`config.mk`:
```
export PLATFORM = sky130hd
export DESIGN_NAME = eprom_rd_ctrl
export DESIGN_NICKNAME = d
export VERILOG_FILES = /design/src/rtl/eprom_rd_pkg.sv /design/src/rtl/eprom_rd_cnt.sv /design/src/rtl/eprom_rd_capture.sv /design/src/rtl/eprom_rd_fsm.sv /design/src/rtl/eprom_rd_ctrl.sv
export SDC_FILE = /design/constraint.sdc
export NUM_CORES = 1
export LEC_CHECK = 0
export BUFFER_PORTS_ARGS = -buffer_cell sky130_fd_sc_hd__buf_2
export CAP_MARGIN = 40
export CORE_ASPECT_RATIO = 2
export CORE_MARGIN = 3
export CORE_UTILIZATION = 46
export CTS_CLUSTER_SIZE = 24
export DETAILED_ROUTE_END_ITERATION = 6
export HOLD_SLACK_MARGIN = 0.05
export PLACE_DENSITY = 0.75
export SYNTH_ARGS = -nofsm -noshare
export SYNTH_HDL_FRONTEND = slang
export SYNTH_HIERARCHICAL = 1
export SYNTH_SLANG_ARGS = --single-unit
```
`constraint.sdc`:
```
create_clock -name clk -period 1.8 [get_ports clk]
set_input_delay 0.09 -clock clk [delete_from_list [all_inputs] [get_ports clk]]
set_output_delay 0.09 -clock clk [all_outputs]
set_load 0.05 [all_outputs]
```
`src/rtl/eprom_rd_pkg.sv`:
```
package eprom_rd_pkg;

    typedef enum logic [2:0] {
        ST_IDLE,
        ST_CEUP,
        ST_ACCESS,
        ST_FLOAT,
        ST_READY
    } rd_state_e;

    typedef enum logic [1:0] {
        CNT_HOLD,
        CNT_CLEAR,
        CNT_PRESET,
        CNT_STEP
    } cnt_op_e;

    // ceil(t_ns / per_ns), never below one cycle
    function automatic int ns_to_cycles(int t_ns, int per_ns);
        int c;
        c = (t_ns + per_ns - 1) / per_ns;
        if (c < 1) c = 1;
        return c;
    endfunction

    function automatic int max_i(int a, int b);
        return (a > b) ? a : b;
    endfunction

    function automatic int min_i(int a, int b);
        return (a < b) ? a : b;
    endfunction

endpackage

```
`src/rtl/eprom_rd_cnt.sv`:
```
module eprom_rd_cnt
    import eprom_rd_pkg::*;
#(
    parameter int W      = 3,
    parameter int PRESET = 0
) (
    input  logic         clk,
    input  logic         rst_n,
    input  cnt_op_e      op_i,
    output logic [W-1:0] cnt_o
);

    logic [W-1:0] cnt_d, cnt_q;

    always_comb begin
        cnt_d = cnt_q;
        unique case (op_i)
            CNT_CLEAR:  cnt_d = '0;
            CNT_PRESET: cnt_d = W'(PRESET);
            CNT_STEP:   cnt_d = cnt_q + W'(1);
            default:    cnt_d = cnt_q;
        endcase
    end

    always_ff @(posedge clk or negedge rst_n) begin
        if (!rst_n) cnt_q <= '0;
        else        cnt_q <= cnt_d;
    end

    assign cnt_o = cnt_q;

endmodule

```
`src/rtl/eprom_rd_capture.sv`:
```
module eprom_rd_capture #(
    parameter int DW = 8
) (
    input  logic          clk,
    input  logic          rst_n,
    input  logic          cap_i,
    input  logic [DW-1:0] data_i,
    output logic [DW-1:0] rdata_o,
    output logic          rvalid_o
);

    typedef struct packed {
        logic [DW-1:0] data;
        logic          valid;
    } cap_t;

    cap_t cap_d, cap_q;

    always_comb begin
        cap_d       = cap_q;
        cap_d.valid = cap_i;
        if (cap_i) cap_d.data = data_i;
    end

    always_ff @(posedge clk or negedge rst_n) begin
        if (!rst_n) cap_q <= '0;
        else        cap_q <= cap_d;
    end

    assign rdata_o  = cap_q.data;
    assign rvalid_o = cap_q.valid;

    // strobe never lasts two cycles
    assert_rvalid_single_R5: assert property (@(posedge clk) disable iff (!rst_n)
        cap_q.valid |=> !cap_q.valid);

    // data register only moves on a strobe
    assert_rdata_hold_R5: assert property (@(posedge clk) disable iff (!rst_n)
        !cap_q.valid |-> $stable(cap_q.data) || $past(cap_i));

endmodule

```
`src/rtl/eprom_rd_fsm.sv`:
```
module eprom_rd_fsm
    import eprom_rd_pkg::*;
#(
    parameter int AW       = 19,
    parameter int CNT_W    = 3,
    parameter int LAT_CYC  = 5,
    parameter int OE_START = 2,
    parameter int DF_CYC   = 3
) (
    input  logic             clk,
    input  logic             rst_n,
    input  logic             req_i,
    input  logic [AW-1:0]    addr_i,
    input  logic [CNT_W-1:0] cnt_i,
    output cnt_op_e          cnt_op_o,
    output logic             cap_o,
    output logic             busy_o,
    output logic [AW-1:0]    mem_addr_o,
    output logic             ce_n_o,
    output logic             oe_n_o
);

    typedef struct packed {
        rd_state_e     st;
        logic          ce_n;
        logic          oe_n;
        logic [AW-1:0] addr;
    } fsm_t;

    localparam logic             OE_ENTRY_N = (OE_START != 0) ? 1'b1 : 1'b0;
    localparam logic [CNT_W-1:0] LAST_ACC   = CNT_W'(LAT_CYC - 1);
    localparam logic [CNT_W-1:0] LAST_DF    = CNT_W'(DF_CYC - 1);

    fsm_t cur_q, nxt_d;

    always_comb begin
        nxt_d    = cur_q;
        cnt_op_o = CNT_HOLD;
        cap_o    = 1'b0;
        unique case (cur_q.st)
            ST_IDLE: begin
                nxt_d.ce_n = 1'b1;
                nxt_d.oe_n = 1'b1;
                if (req_i) begin
                    nxt_d.st   = ST_ACCESS;
                    nxt_d.addr = addr_i;
                    nxt_d.ce_n = 1'b0;
                    nxt_d.oe_n = OE_ENTRY_N;
                    cnt_op_o   = CNT_CLEAR;
                end
            end
            ST_CEUP: begin
                nxt_d.st   = ST_ACCESS;
                nxt_d.ce_n = 1'b0;
                nxt_d.oe_n = OE_ENTRY_N;
                cnt_op_o   = CNT_CLEAR;
            end
            ST_ACCESS: begin
                if (cnt_i == LAST_ACC) begin
                    cap_o      = 1'b1;
                    nxt_d.st   = ST_FLOAT;
                    nxt_d.oe_n = 1'b1;
                    cnt_op_o   = CNT_CLEAR;
                end else begin
                    nxt_d.oe_n = !((int'(cnt_i) + 1) >= OE_START);
                    cnt_op_o   = CNT_STEP;
                end
            end
            ST_FLOAT: begin
                if (cnt_i == LAST_DF) nxt_d.st = ST_READY;
                else                  cnt_op_o = CNT_STEP;
            end
            ST_READY: begin
                if (req_i && (addr_i == cur_q.addr)) begin
                    nxt_d.st   = ST_ACCESS;
                    nxt_d.oe_n = 1'b0;
                    cnt_op_o   = CNT_PRESET;
                end else if (req_i) begin
                    nxt_d.st   = ST_CEUP;
                    nxt_d.addr = addr_i;
                    nxt_d.ce_n = 1'b1;
                end else begin
                    nxt_d.st   = ST_IDLE;
                    nxt_d.ce_n = 1'b1;
                end
            end
            default: begin
                nxt_d.st   = ST_IDLE;
                nxt_d.ce_n = 1'b1;
                nxt_d.oe_n = 1'b1;
            end
        endcase
    end

    always_ff @(posedge clk or negedge rst_n) begin
        if (!rst_n) cur_q <= '{st: ST_IDLE, ce_n: 1'b1, oe_n: 1'b1, addr: '0};
        else        cur_q <= nxt_d;
    end

    assign busy_o     = !((cur_q.st == ST_IDLE) || (cur_q.st == ST_READY));
    assign mem_addr_o = cur_q.addr;
    assign ce_n_o     = cur_q.ce_n;
    assign oe_n_o     = cur_q.oe_n;

    // standby while idle
    assert_standby_R1: assert property (@(posedge clk) disable iff (!rst_n)
        (cur_q.st == ST_IDLE) |-> (cur_q.ce_n && cur_q.oe_n));

    // output-enable only inside chip-enable
    assert_oe_inside_ce_R3: assert property (@(posedge clk) disable iff (!rst_n)
        !cur_q.oe_n |-> !cur_q.ce_n);

    // address and chip-enable frozen during an access
    assert_stable_access_R4: assert property (@(posedge clk) disable iff (!rst_n)
        (cur_q.st == ST_ACCESS && $past(cur_q.st) == ST_ACCESS)
            |-> ($stable(cur_q.addr) && $stable(cur_q.ce_n)));

    // controls released at the capture edge
    assert_release_on_capture_R5: assert property (@(posedge clk) disable iff (!rst_n)
        cap_o |=> (cur_q.oe_n && cur_q.st == ST_FLOAT));

    // restart cycle holds chip-enable high
    assert_restart_ce_high_R8: assert property (@(posedge clk) disable iff (!rst_n)
        (cur_q.st == ST_CEUP) |-> cur_q.ce_n);

    // busy blocks address updates
    assert_busy_holds_addr_R10: assert property (@(posedge clk) disable iff (!rst_n)
        busy_o |=> $stable(cur_q.addr));

endmodule

```
`src/rtl/eprom_rd_ctrl.sv`:
```
module eprom_rd_ctrl
    import eprom_rd_pkg::*;
#(
    parameter int ADDR_W        = 19,
    parameter int DATA_W        = 8,
    parameter int CLK_PERIOD_NS = 20,
    parameter int T_ADDR_NS     = 90,
    parameter int T_CE_NS       = 90,
    parameter int T_OE_NS       = 50,
    parameter int T_FLOAT_NS    = 60
) (
    input  logic              clk,
    input  logic              rst_n,
    input  logic              req,
    input  logic [ADDR_W-1:0] addr,
    output logic              busy,
    output logic [DATA_W-1:0] rdata,
    output logic              rvalid,
    output logic [ADDR_W-1:0] mem_addr,
    output logic              mem_ce_n,
    output logic              mem_oe_n,
    input  logic [DATA_W-1:0] mem_data
);

    localparam int ADDR_CYC = ns_to_cycles(T_ADDR_NS, CLK_PERIOD_NS);
    localparam int CE_CYC   = ns_to_cycles(T_CE_NS, CLK_PERIOD_NS);
    localparam int LAT_CYC  = max_i(ADDR_CYC, CE_CYC);
    localparam int OE_CYC   = min_i(ns_to_cycles(T_OE_NS, CLK_PERIOD_NS), LAT_CYC);
    localparam int OE_START = LAT_CYC - OE_CYC;
    localparam int DF_CYC   = ns_to_cycles(T_FLOAT_NS, CLK_PERIOD_NS);
    localparam int CNT_MAX  = max_i(LAT_CYC, DF_CYC);
    localparam int CNT_W    = $clog2(CNT_MAX + 1);

    cnt_op_e          cnt_op;
    logic [CNT_W-1:0] cnt;
    logic             cap;

    eprom_rd_cnt #(
        .W      (CNT_W),
        .PRESET (OE_START)
    ) u_cnt (
        .clk   (clk),
        .rst_n (rst_n),
        .op_i  (cnt_op),
        .cnt_o (cnt)
    );

    eprom_rd_fsm #(
        .AW       (ADDR_W),
        .CNT_W    (CNT_W),
        .LAT_CYC  (LAT_CYC),
        .OE_START (OE_START),
        .DF_CYC   (DF_CYC)
    ) u_fsm (
        .clk        (clk),
        .rst_n      (rst_n),
        .req_i      (req),
        .addr_i     (addr),
        .cnt_i      (cnt),
        .cnt_op_o   (cnt_op),
        .cap_o      (cap),
        .busy_o     (busy),
        .mem_addr_o (mem_addr),
        .ce_n_o     (mem_ce_n),
        .oe_n_o     (mem_oe_n)
    );

    eprom_rd_capture #(
        .DW (DATA_W)
    ) u_cap (
        .clk      (clk),
        .rst_n    (rst_n),
        .cap_i    (cap),
        .data_i   (mem_data),
        .rdata_o  (rdata),
        .rvalid_o (rvalid)
    );

endmodule

```
==> results of run 1 <==
[power breakdown]
group          switching, mW  internal, mW
clock                  0.298         0.311
combinational           2.07          1.34
sequential             0.300          1.22
[flip-flops by register name, indices dropped and copies added, names as in the netlist]
signal and flops:
u_fsm/mem_addr_o 19, u_cap/rdata_o 8, u_cnt/cnt_o 3, u_fsm/cur_q 3, u_cap/rvalid_o 1, u_fsm/ce_n_o 1, u_fsm/oe_n_o 1
[worst max-delay path, delay by kind of cell (launching register included)]
family,cells,cell delay (ns)
xor+xnor,1,0.15
mux,1,0.35
simple gates,2,0.65
buf+inv,1,0.19
compound gates,1,0.20
flops,1,0.41
[layout by cell type, fill, tap and decap left out, drive strengths merged]
cell type and n:
nand2b 5, ha 5, a22o 1, a211oi 1
xnor2 1, nor2 7, o22ai 1, mux2 27
xor2 19, nand2 5, dlygate4sd3 10, a21o 1
clkbuf 7, and2 1, o31ai 1, clkinvlp 1
o21ai 5, inv 5, or3 1, or3b 1
nor4 4, nor3b 1, dfrtp 34, dfstp 2
or2 1, nor3 2, a21oi 4, o211a 1
nand4 1, buf 85, nor2b 1, a31o 1
o2bb2ai 2, a221o 1
[final timing paths]
| kind | cells past startpoint | from | to |
|---|---|---|---|
| worst max-delay path | 6 | u_fsm/mem_addr_o[7] | u_fsm/mem_addr_o[2] |
| worst min-delay path | 2 | addr[18] | u_fsm/mem_addr_o[18] |
| worst max register to register | 6 | u_fsm/mem_addr_o[7] | u_fsm/mem_addr_o[2] |
| worst min register to register | 1 | u_cap/rdata_o[5] | u_cap/rdata_o[5] |
| max in group asynchronous | 3 | rst_n | u_fsm/mem_addr_o[9] |
| min in group asynchronous | 2 | rst_n | u_cnt/cnt_o[2] |
[cells in the mapped netlist, types with 2 or more instances]
cell type	instances
xor2_1	19
o21ai_0	4
nand2b_1	5
mux2_4	18
o2bb2ai_1	2
dfstp_2	2
inv_1	5
a21oi_1	4
nand2_1	5
buf_4	19
nor2_1	6
nor3_1	2
mux2_2	9
clkbuf_1	2
dfrtp_1	34
nor4_2	3
ha_1	5
[layout make-up]
cell class / instances / area share
Clock inverter: 1 / 0.002797
Clock buffer: 7 / 0.03217
Tap cell: 52 / 0.02424
Sequential cell: 36 / 0.3366
Multi-Input combinational cell: 101 / 0.3706
Inverter: 5 / 0.006993
Timing Repair Buffer: 95 / 0.2266
[per-layer routing]
layer	track usage	part of all wire	wire (µm)	up-vias
li1	-	-	-	702
met1	0.2129	0.36	1601	702
met2	0.3333	0.57	2547	52
met3	0.03715	0.049	220	8
met4	0.07283	0.019	85	0
met5	0	0	0	-
[stage by stage]
| step | setup WS (ns) | cells | hold WS (ns) | area [µm²] |
|---|---|---|---|---|
| floorplan | -0.03960 | 165 | -0.2056 | 2039 |
| global placement | -0.2362 | 279 | 0.02519 | 2427 |
| global route | -0.3394 | 297 | 0.05325 | 2684 |
| CTS | -0.1684 | 297 | 0.05046 | 2631 |
| finish | -0.2643 | 297 | 0.05739 | 2684 |
| detailed placement | -0.2373 | 279 | 0.02681 | 2427 |
[what timing repair did]
action,4_1_cts,5_1_grt
hold endpoints to repair,23,0
gates resized for setup,2,10
pin swaps,0,7
gates cloned,0,0
hold buffers,10,0
setup endpoints to repair,24,24
[cell families after synthesis]
kind of cell | share of synthesized area
flip-flops | 0.4443
buffers and inverters | 0.09847
adder cells (fa/ha/maj) | 0.03077
AO/OA/AOI/OAI | 0.06894
multiplexers | 0.1828
AND/OR/NAND/NOR | 0.08863
XOR/XNOR | 0.08615
==> impl_metrics.json, run 1 <==
{
  "outcome": "complete, but fails checks",
  "violations": "negative setup slack",
  "fin_total_pwr_mw": 5.534,
  "drtIter0Drc": 14,
  "tightestPinTransition_ns": 0.5297,
  "cts_tree": "done",
  "yosysTopAreaCell": "dfrtp_1",
  "syn-cell-area_um2": 2033,
  "yosysUniqueCellTypes": 38,
  "final_util": 0.6436,
  "grt_start_max_net_pins": 19,
  "routed_wl_um": 4455,
  "synth.area.top_cells": "dfrtp_1 (42%), mux2_4 (13%), xor2_1 (8.2%)",
  "drv_cap": 0,
  "die_w_um": 53.01,
  "gp_congestion": 0.8296,
  "path_cells": "xor2_1 -> nor3_1 -> nand2_1 -> o21ai_4 -> buf_12 -> mux2_2",
  "drive_gt1_frac": 0.5551,
  "post-cts-setup-buffers": 0,
  "initial_utilization": 0.4875,
  "std_cell_rows": 33,
  "syn_nets": 200,
  "cts-root-buf": "clkbuf_8",
  "multiInputGateArea_um2": 994.7,
  "cts.sinks": 36,
  "regArea_um2": 903.4,
  "fin_ws_ns": -0.2643,
  "synth_flop_cell": "dfrtp_1",
  "place.detailed.hpwl_um": 3279,
  "final_nets": 279,
  "detail_route.wl_per_cell_um": 15.00,
  "relSlewSlack": 0.6441,
  "startpoint_type": "register",
  "viasPerCell": 4.929,
  "n_antenna_cell": 0,
  "powerDensity_nw_per_um2": 2062,
  "rsz0062_at_grt": "yes",
  "slowest_stage": "nor3_1",
  "path_class": "register to register",
  "min_period_ns": 2.064,
  "grt_pass1_wl_um": 7424,
  "setup_tns_ns": -4.591,
  "avgSynthCellArea_um2": 12.32,
  "ant_nets": 0,
  "synth-edff-count": 0,
  "cpPeakStageDelay_ns": 0.47,
  "arrival_ns": 2.24,
  "grt_pass1_vias": 1619,
  "hold_viol": 0,
  "clk_pin_slew_ns": 0.08,
  "setup_viol": 22,
  "tritoncts.num_buffers": 5,
  "skew_ns": 0.008845,
  "htree_levels": 2,
  "netlist.area_leader.share": 0.4185,
  "dr.pass1.iters": 4,
  "async_flop_share": 1.000,
  "antenna_found_initial": 0,
  "core_um2": 4170,
  "yosys_warnings": 6,
  "irDropWorstVdd_v": 0.001512,
  "yosysSeqAreaShare": 0.4443,
  "layout.filler_cells": 354,
  "areaGrowthSynthToFinish_pct": 32.00,
  "die_y_um": 100.0,
  "syn_inst": 165,
  "vias": 1464,
  "finalCritPeriodShare": 1.147,
  "hp-class": "input port to register",
  "clk_path_buf_depth": 2,
  "overflow": 0,
  "slew_viol_final": 0,
  "cp_max_fo": 18,
  "ys_ff_latch": 36,
  "total_leakage_power_nw": 1.364,
  "r2r_setup_slack_ns": -0.26,
  "dieArea_um2": 5302,
  "fmax_ghz": 0.4844,
  "crit_required_ns": 1.98,
  "port_buffers": 60,
  "critPathCaptureType": "register",
  "drc": 0,
  "insertion_delay_ns": 0.29,
  "gr-usage-all-layers": 0.1882,
  "ioPinCount": 61
}
No activity file was read; power rests on OpenSTA's default activity.
==> run 2: changes to the inputs <==
--- a/config.mk
+++ b/config.mk
@@ -7,13 +7,13 @@
 export LEC_CHECK = 0
 export BUFFER_PORTS_ARGS = -buffer_cell sky130_fd_sc_hd__buf_2
 export CAP_MARGIN = 40
-export CORE_ASPECT_RATIO = 2
 export CORE_MARGIN = 3
 export CORE_UTILIZATION = 46
 export CTS_CLUSTER_SIZE = 24
 export DETAILED_ROUTE_END_ITERATION = 6
 export HOLD_SLACK_MARGIN = 0.05
-export PLACE_DENSITY = 0.75
+export PLACE_DENSITY_LB_ADDON = 0.15
+export SETUP_SLACK_MARGIN = 0.1
 export SYNTH_ARGS = -nofsm -noshare
 export SYNTH_HDL_FRONTEND = slang
 export SYNTH_HIERARCHICAL = 1
==> impl_metrics.json, run 2 (synthesis gave the netlist of run 1 again) <==
{
  "outcome": "complete, but fails checks",
  "violations": "negative setup slack",
  "clk_path_buf_depth": 2,
  "final_nets": 285,
  "intPower_mw": 2.947,
  "std_cell_rows": 23,
  "insertion_delay_ns": 0.29,
  "finalCritPeriodShare": 1.074,
  "tightestPinTransition_ns": 0.7858,
  "drc": 0,
  "arrival_ns": 2.10,
  "hp-class": "input port to register",
  "setup_viol": 22,
  "netSwitchingFraction": 0.4781,
  "gp_congestion": 0.8495,
  "placed_cell_area_um2": 2431,
  "tritoncts.num_buffers": 5,
  "drtIter0Drc": 81,
  "drv_cap": 0,
  "routed_wl_um": 4523,
  "critPathCaptureType": "register",
  "skew_ns": 0.01536,
  "p_seq_frac": 0.268,
  "cts_tree": "done",
  "fin_total_pwr_mw": 5.647,
  "ant_nets": 0,
  "min_period_ns": 1.934,
  "die_w_um": 72.49,
  "switching_power_mw": 2.700,
  "n_antenna_cell": 0,
  "dr.pass1.iters": 4,
  "irDropWorstVdd_v": 0.001087,
  "postLayoutCellArea_um2": 2754,
  "clk_pin_slew_ns": 0.08,
  "ioPinCount": 61,
  "initial_utilization": 0.4906,
  "detail_route.wl_per_cell_um": 15.03,
  "layout_common_cells": "buf_2 (60), dfrtp_1 (33), buf_4 (27)",
  "hold_viol": 0,
  "place.detailed.hpwl_um": 3229,
  "relSlewSlack": 0.4762,
  "overflow": 0,
  "largest_reg_flops": 19,
  "pre_cts_slack_ns": -0.1226,
  "slew_viol_final": 0,
  "die_y_um": 72.49,
  "drive_gt1_frac": 0.5857,
  "p_clk_frac": 0.098,
  "cts.sinks": 36,
  "vias": 1494,
  "grt_start_max_net_pins": 37,
  "gr-usage-all-layers": 0.1829,
  "dieArea_um2": 5254,
  "powerDensity_nw_per_um2": 2050,
  "final_common_cell": "buf_2",
  "viasPerCell": 4.963,
  "dp.cells": 275,
  "port_buffers": 60,
  "total_leakage_power_nw": 1.397,
  "fmax_ghz": 0.5171,
  "antenna_found_initial": 0,
  "crit_required_ns": 1.96,
  "htree_levels": 2,
  "fin_cells": 301,
  "cp_max_fo": 10,
  "rsz0062_at_grt": "yes",
  "pwr-share-comb": 0.634,
  "final_util": 0.6646,
  "areaGrowthSynthToFinish_pct": 35.45,
  "grt_pass1_vias": 1689,
  "core_um2": 4144,
  "cts-root-buf": "clkbuf_8",
  "startpoint_type": "register",
  "grt_pass1_wl_um": 7624,
  "fin_ws_ns": -0.1339,
  "path_class": "register to register"
}
## run 2: final timing paths
check | slack, ns | startpoint | depth (start not counted) | end
setup / recovery | -0.13 | u_fsm/mem_addr_o[3] | 6 | u_fsm/mem_addr_o[3]
hold / removal | 0.05 | addr[16] | 2 | u_fsm/mem_addr_o[16]
setup reg to reg | -0.13 | u_fsm/mem_addr_o[3] | 6 | u_fsm/mem_addr_o[3]
hold reg to reg | 0.51 | u_cap/rdata_o[4] | 1 | u_cap/rdata_o[4]
max in group asynchronous | 0.82 | rst_n | 2 | u_cnt/cnt_o[1]
min in group asynchronous | 0.42 | rst_n | 2 | u_cap/rdata_o[3]
## run 2: what timing repair did
item                                   in CTS  in global routing
gates resized for setup                     6                 13
setup endpoints to repair                  24                 33
hold buffers                                9                  0
setup buffers                               3                  5
gates cloned                                0                  1
pin swaps                                   8                  2
endpoints found under the hold margin      42                  0
## run 2: power groups by stage
stage          logic [mW]  clock network (mW)  registers (mW)
6_report             3.58               0.554            1.51
5_1_grt              3.80               0.613            1.56
4_1_cts              3.40               0.571            1.52
3_5_place_dp         3.28                   0            1.53
3_3_place_gp         3.21                   0            1.50
2_1_floorplan        2.24                   0            1.93
## run 2: final cells by class
cell class | count | area, µm²
clock buffer | 6 | 72.57
clock inverter | 2 | 12.51
fill | 348 | 1390
inverter | 5 | 18.77
multi-input combinational | 101 | 1016
sequential | 36 | 904.6
tap | 50 | 62.56
timing repair buffer | 101 | 666.9
## run 2: routing by layer
metal	wire length, µm	up-vias	GRT usage
li1	-	716	-
met2	2308	51	0.3256
met3	249	6	0.04294
met5	0	-	0
met1	1905	721	0.2201
met4	59	0	0.05123
## run 2: worst max-delay path, cell delays in order, from the launching register on
cell     delay [ns]
dfrtp_1        0.39
xor2_1         0.14
nor4_1         0.32
nand4_1        0.21
o21ai_4        0.24
buf_12         0.17
mux2_2         0.33
## run 2: through the flow
| step | hold slack, ns | TNS (ns) |
|---|---|---|
| floorplan | -0.2056 | -0.3960 |
| global placement | 0.2079 | -1.711 |
| detailed placement | 0.2215 | -1.846 |
| CTS | 0.05140 | -2.078 |
| global route | 0.05480 | -3.835 |
| finish | 0.05450 | -2.231 |
